## config.mk

```make
export PLATFORM = sky130hd
export DESIGN_NAME = sync_slave_tx
export DESIGN_NICKNAME = d
export VERILOG_FILES = /design/src/rtl/sstx_pkg.sv /design/src/rtl/sstx_clk_sync.sv /design/src/rtl/sstx_mode_dec.sv /design/src/rtl/sstx_shifter.sv /design/src/rtl/sync_slave_tx.sv
export SDC_FILE = /design/constraint.sdc
export NUM_CORES = 1
export LEC_CHECK = 0
export CORE_MARGIN = 2
export CORE_UTILIZATION = 40
export DETAILED_ROUTE_END_ITERATION = 8
export HOLD_SLACK_MARGIN = 0.12
export PLACE_DENSITY_LB_ADDON = 0.1
export SETUP_SLACK_MARGIN = 0.4
export SLEW_MARGIN = 20
export SYNTH_ARGS = -nofsm -noshare
export SYNTH_HDL_FRONTEND = slang
export SYNTH_SLANG_ARGS = --single-unit
```

## constraint.sdc

```tcl
create_clock -name clk -period 3.99 [get_ports clk]
set_input_delay 0.798 -clock clk [delete_from_list [all_inputs] [get_ports clk]]
set_output_delay 0.798 -clock clk [all_outputs]
set_load 0.02 [all_outputs]
```

## src/rtl/sstx_pkg.sv

```systemverilog
package sstx_pkg;

    // Operating state decoded from the control bits
    typedef enum logic [1:0] {
        SSTX_OFF   = 2'd0,  // port or transmitter disabled: registers cleared
        SSTX_PAUSE = 2'd1,  // enabled but not in slave-transmit mode: frozen
        SSTX_RUN   = 2'd2   // slave-transmit mode: load and shift
    } sstx_mode_e;

endpackage

```

## src/rtl/sstx_clk_sync.sv

```systemverilog
module sstx_clk_sync #(
    parameter int unsigned STAGES = 2
) (
    input  logic clk,
    input  logic rst_n,
    input  logic sck_i,
    output logic fall_o
);
    localparam int unsigned PIPE_W = STAGES + 1;

    typedef struct packed {
        logic [PIPE_W-1:0] pipe;
    } sync_t;

    sync_t sync_d, sync_q;

    always_comb begin
        sync_d      = sync_q;
        sync_d.pipe = {sync_q.pipe[PIPE_W-2:0], sck_i};
    end

    always_ff @(posedge clk or negedge rst_n) begin
        if (!rst_n) sync_q <= '{pipe: '1};
        else        sync_q <= sync_d;
    end

    // older sample high, newer sample low: a falling edge
    assign fall_o = sync_q.pipe[PIPE_W-1] & ~sync_q.pipe[PIPE_W-2];

endmodule

```

## src/rtl/sstx_mode_dec.sv

```systemverilog
module sstx_mode_dec
    import sstx_pkg::*;
(
    input  logic       port_en_i,
    input  logic       sync_mode_i,
    input  logic       clk_master_i,
    input  logic       rx_single_i,
    input  logic       rx_cont_i,
    input  logic       tx_en_i,
    output sstx_mode_e mode_o
);
    always_comb begin
        if (!port_en_i || !tx_en_i)
            mode_o = SSTX_OFF;
        else if (sync_mode_i && !clk_master_i && !rx_single_i && !rx_cont_i)
            mode_o = SSTX_RUN;
        else
            mode_o = SSTX_PAUSE;
    end
endmodule

```

## src/rtl/sstx_shifter.sv

```systemverilog
module sstx_shifter
    import sstx_pkg::*;
#(
    parameter int unsigned DATA_W = 8
) (
    input  logic              clk,
    input  logic              rst_n,
    input  sstx_mode_e        mode_i,
    input  logic              fall_i,
    input  logic              wr_i,
    input  logic [DATA_W-1:0] wr_data_i,
    input  logic              nine_i,
    input  logic              bit8_i,
    output logic              tx_o,
    output logic              hold_empty_o,
    output logic              shift_empty_o
);
    localparam int unsigned WORD_W = DATA_W + 1;
    localparam int unsigned CNT_W  = $clog2(WORD_W + 1);
    localparam logic [CNT_W-1:0] LAST8 = CNT_W'(DATA_W - 1);
    localparam logic [CNT_W-1:0] LAST9 = CNT_W'(DATA_W);

    typedef struct packed {
        logic [WORD_W-1:0] hold_data;
        logic              hold_nine;
        logic              hold_full;
        logic [WORD_W-1:0] sh_data;
        logic [CNT_W-1:0]  sh_cnt;
        logic [CNT_W-1:0]  sh_last;
        logic              sh_busy;
    } tx_state_t;

    tx_state_t st_d, st_q;

    always_comb begin
        st_d = st_q;
        if (mode_i == SSTX_OFF) begin
            st_d = '0;
        end else begin
            // advance or finish the word in flight
            if (mode_i == SSTX_RUN && st_q.sh_busy && fall_i) begin
                if (st_q.sh_cnt == st_q.sh_last) begin
                    st_d.sh_busy = 1'b0;
                end else begin
                    st_d.sh_data = {1'b0, st_q.sh_data[WORD_W-1:1]};
                    st_d.sh_cnt  = st_q.sh_cnt + 1'b1;
                end
            end
            // a write fills or overwrites the holding register
            if (wr_i) begin
                st_d.hold_data = {bit8_i & nine_i, wr_data_i};
                st_d.hold_nine = nine_i;
                st_d.hold_full = 1'b1;
            end
            // move a pending word into an idle shift register
            if (mode_i == SSTX_RUN && !st_d.sh_busy && st_d.hold_full) begin
                st_d.sh_data   = st_d.hold_data;
                st_d.sh_last   = st_d.hold_nine ? LAST9 : LAST8;
                st_d.sh_cnt    = '0;
                st_d.sh_busy   = 1'b1;
                st_d.hold_full = 1'b0;
            end
        end
    end

    always_ff @(posedge clk or negedge rst_n) begin
        if (!rst_n) st_q <= '0;
        else        st_q <= st_d;
    end

    assign tx_o          = st_q.sh_busy ? st_q.sh_data[0] : 1'b1;
    assign hold_empty_o  = ~st_q.hold_full;
    assign shift_empty_o = ~st_q.sh_busy;

    // a disable clears both registers
    p_abort_clears_r10: assert property (@(posedge clk) disable iff (!rst_n)
        (mode_i == SSTX_OFF) |=> (hold_empty_o && shift_empty_o && tx_o));

    // a write into an idle shift register loads it at once
    p_immediate_load_r3: assert property (@(posedge clk) disable iff (!rst_n)
        (mode_i == SSTX_RUN && wr_i && shift_empty_o) |=> (!shift_empty_o && hold_empty_o));

    // a write during a shift leaves a pending word
    p_write_pends_r4: assert property (@(posedge clk) disable iff (!rst_n)
        (mode_i != SSTX_OFF && wr_i && !shift_empty_o && !fall_i) |=> !hold_empty_o);

    // outside slave-transmit mode the serial output is frozen
    p_pause_frozen_r2: assert property (@(posedge clk) disable iff (!rst_n)
        (mode_i == SSTX_PAUSE) |=> $stable(tx_o) && $stable(shift_empty_o));

    // idle line is high
    p_idle_high_r9: assert property (@(posedge clk) disable iff (!rst_n)
        shift_empty_o |-> tx_o);

    // a non-final falling edge presents the next bit
    p_lsb_advance_r6: assert property (@(posedge clk) disable iff (!rst_n)
        (mode_i == SSTX_RUN && st_q.sh_busy && fall_i && st_q.sh_cnt != st_q.sh_last)
        |=> (tx_o == $past(st_q.sh_data[1])));

endmodule

```

## src/rtl/sync_slave_tx.sv

```systemverilog
module sync_slave_tx
    import sstx_pkg::*;
#(
    parameter int unsigned DATA_W      = 8,
    parameter int unsigned SYNC_STAGES = 2
) (
    input  logic              clk,
    input  logic              rst_n,
    input  logic              cfg_port_en,
    input  logic              cfg_sync_mode,
    input  logic              cfg_clk_master,
    input  logic              cfg_rx_single,
    input  logic              cfg_rx_cont,
    input  logic              cfg_tx_en,
    input  logic              cfg_nine_bit,
    input  logic              cfg_bit8,
    input  logic              cfg_irq_en,
    input  logic              cfg_periph_irq_en,
    input  logic              wr_hold,
    input  logic [DATA_W-1:0] wr_data,
    input  logic              ext_sck,
    output logic              tx_out,
    output logic              hold_empty,
    output logic              shift_empty,
    output logic              irq
);
    sstx_mode_e mode;
    logic       sck_fall;

    sstx_clk_sync #(.STAGES(SYNC_STAGES)) u_sync (
        .clk    (clk),
        .rst_n  (rst_n),
        .sck_i  (ext_sck),
        .fall_o (sck_fall)
    );

    sstx_mode_dec u_mode (
        .port_en_i    (cfg_port_en),
        .sync_mode_i  (cfg_sync_mode),
        .clk_master_i (cfg_clk_master),
        .rx_single_i  (cfg_rx_single),
        .rx_cont_i    (cfg_rx_cont),
        .tx_en_i      (cfg_tx_en),
        .mode_o       (mode)
    );

    sstx_shifter #(.DATA_W(DATA_W)) u_shift (
        .clk           (clk),
        .rst_n         (rst_n),
        .mode_i        (mode),
        .fall_i        (sck_fall),
        .wr_i          (wr_hold),
        .wr_data_i     (wr_data),
        .nine_i        (cfg_nine_bit),
        .bit8_i        (cfg_bit8),
        .tx_o          (tx_out),
        .hold_empty_o  (hold_empty),
        .shift_empty_o (shift_empty)
    );

    assign irq = hold_empty & cfg_irq_en & cfg_periph_irq_en;

    // a pending word always keeps the request low
    p_irq_needs_empty_r8: assert property (@(posedge clk) disable iff (!rst_n)
        (!hold_empty) |-> !irq);

endmodule

```

==> results.cfg <==
[floorplanning]
ios = 26
num_rows = 21
coreArea_um2 = 3363
die_w_um = 63.32
dieArea_um2 = 4009
die_h_um = 63.32
start_util_pct = 41.85

[yosys]
syn-num-nets = 149
synth_cells = 126
synthTopCellsByArea = dfrtp_1, mux2i_1, dfstp_2
synth-edff-count = 0
synth_cell_types = 34
synth_area_leader_cell = dfrtp_1
ys_seq_area_share_pct = 53.60
postSynth.asyncResetShare_pct = 100.0
synth_top_area_share_pct = 48.00
ys_warn_count = 0
avgSynthCellArea_um2 = 11.17
synth_flop_cell = dfrtp_1
ys_ff_latch = 30
mappedNetlistArea_um2 = 1408

[layout]
antennaDiodeCount = 0
final_common_cell = dfrtp_1
layout_common_cells = dfrtp_1, clkdlybuf4s50_1, nor2_1
stdcell_area_um2 = 1772
multiInputGateArea_um2 = 596.8
drive_gt1_share_pct = 11.54
nets = 178
areaGrowthSynthToFinish_pct = 25.87
fill_cells = 325
regArea_um2 = 754.5

[grt]
gr-total-overflow = 0
grt_pass1_wl_um = 5043
grt_max_degree = 31
globalRouteTotalUtil_pct = 16.48
grt_pass1_vias = 1077
grt_antenna_before_repair = 0

[critical_path]
r2r-start = u_shift.st_q[7]$_DFFE_PN0P_
cp-endpoint = irq
required_ps = 3190
ff2ff_path_depth = 5
r2r-end = u_shift.st_q[16]$_DFFE_PN0P_
start_kind = input port
cpPeakStageDelay_ps = 590
worstPathArrival_ps = 1980
end_kind = output pin
cp_max_fo = 1
path_common_cell = clkdlybuf4s50_1
crit_slowest_cell = clkdlybuf4s50_1
crit_start = cfg_periph_irq_en
r2r_slack_ps = 2030
cp_cell_sequence = clkdlybuf4s50_1, and3_1, clkdlybuf4s50_1
path_class = input port to output pin

[routing]
wl_um = 2775
vias = 1056
drc = 0
firstDrtPassIters = 4
vias_per_cell = 5.228
wl_per_cell_um = 13.74
drt_iter0_drc = 33
ant_nets = 0

[sta]
hold_viol_final = 0
fin_crit_ps = 2776
relSlewSlack_pct = 68.13
tightest_slew_ps = 474.9
finalMaxSlewViolations = 0
hold_ws_ps = 363.3
setup_violations = 0
fin_skew_ps = 10.94
post-route-period-util_pct = 69.58
rsz0062_at_grt = no
clock.fmax_mhz = 360.2
fin_setup_tns_ps = 0

[placed_design]
dp_hpwl_um = 1906
placed_area_um2 = 1693
numPortBuffers = 25
gp_congestion = 0.8093

[cts]
cts_resized = 0
cts_setup_buffers = 0
clk_latency_ps = 340
ctsHoldBuffers = 0
cts_root_buf = clkbuf_4
cts_tree = built
cts_sinks = 30
clockBufferDepth = 2
htree_num_levels = 2
cts.clk_slew.worst_paths_ps = 90
cts_buffers = 5

[power]
p_per_area_nw_per_um2 = 335.8
cellLeakagePower_nw = 0.7559
fin_total_pwr_w = 0.0005949
irDropWorstVdd_uv = 224.9

[flow_run]
maxCapViolations = 0

[run_status]
status = completed

[hold_path]
hp-start = u_sync.sync_q[0]$_DFF_PN1_
hold_path_class = register to register
state kept, by name (all words and copies together) (netlist names):
signal and cells:
u_sync.sync_q 3, u_shift.st_q 27
power breakdown:
part / internal, W / switching [W]
Clock: 0.000120 / 0.000106
Combinational: 0.0000302 / 0.0000266
Sequential: 0.000310 / 0.00000177
cell type report:
cell class | instances | share of cell area (%)
sequential | 30 | 42.58
clock buffer | 8 | 4.449
tap | 46 | 3.249
timing repair buffer | 28 | 15.40
inverter | 3 | 0.6356
multi-input combinational | 87 | 33.69
per-layer routing:
metal | vias up | share of wire (%) | global-route usage (%)
li1 | 516 | - | -
met1 | 506 | 46 | 19.86
met2 | 27 | 45 | 25.13
met3 | 7 | 6.8 | 7.321
met4 | 0 | 2.2 | 7.880
met5 | - | 0 | 0
synth_stat cells (2+ instances only):
library cell  count
dfrtp_1          27
nor2_1           16
mux2i_1          10
a22oi_1           8
o21ai_0           6
nand2b_1          4
o2bb2ai_1         4
a21oi_1           3
and3_1            3
dfstp_2           3
inv_1             3
nand3_1           3
nor3_1            3
or3_1             3
xnor2_1           3
a211oi_1          2
and2_1            2
and4_1            2
buf_4             2
buf_6             2
clkbuf_1          2
nand2_1           2
nor4_1            2
critical path, delay by kind of cell:
family | cells | cell delay, ps
AND/OR/NAND/NOR | 1 | 140
buffers and inverters | 2 | 1040
cell families after synthesis:
kind of cell / after synthesis / synth area share (%)
flops: 30 / 53.60
xor+xnor: 4 / 2.489
fa+ha+maj: 1 / 0.8887
simple gates: 43 / 16.62
compound gates: 28 / 14.49
mux: 11 / 7.911
buf+inv: 9 / 4.000
how the worst min path moves through the flow:
stage | endpoint | depth (start not counted)
2_1_floorplan | u_sync.sync_q[1]$_DFF_PN1_ | 0
6_report | u_sync.sync_q[1]$_DFF_PN1_ | 0
4_1_cts | u_sync.sync_q[1]$_DFF_PN1_ | 0
3_3_place_gp | u_sync.sync_q[1]$_DFF_PN1_ | 0
5_1_grt | u_sync.sync_q[1]$_DFF_PN1_ | 0
3_5_place_dp | u_sync.sync_q[1]$_DFF_PN1_ | 0
stage by stage:
| stage | util [%] | instances | worst slack [ps] |
|---|---|---|---|
| 4_1_cts | 52.68 | 202 | 1211 |
| 3_3_place_gp | 50.33 | 194 | 1073 |
| 2_1_floorplan | - | 126 | 1519 |
| 6_report | 52.68 | 202 | 1214 |
| 3_5_place_dp | 50.33 | 194 | 1023 |
| 5_1_grt | 52.68 | 202 | 1164 |
(Power assumes the default switching activity.)
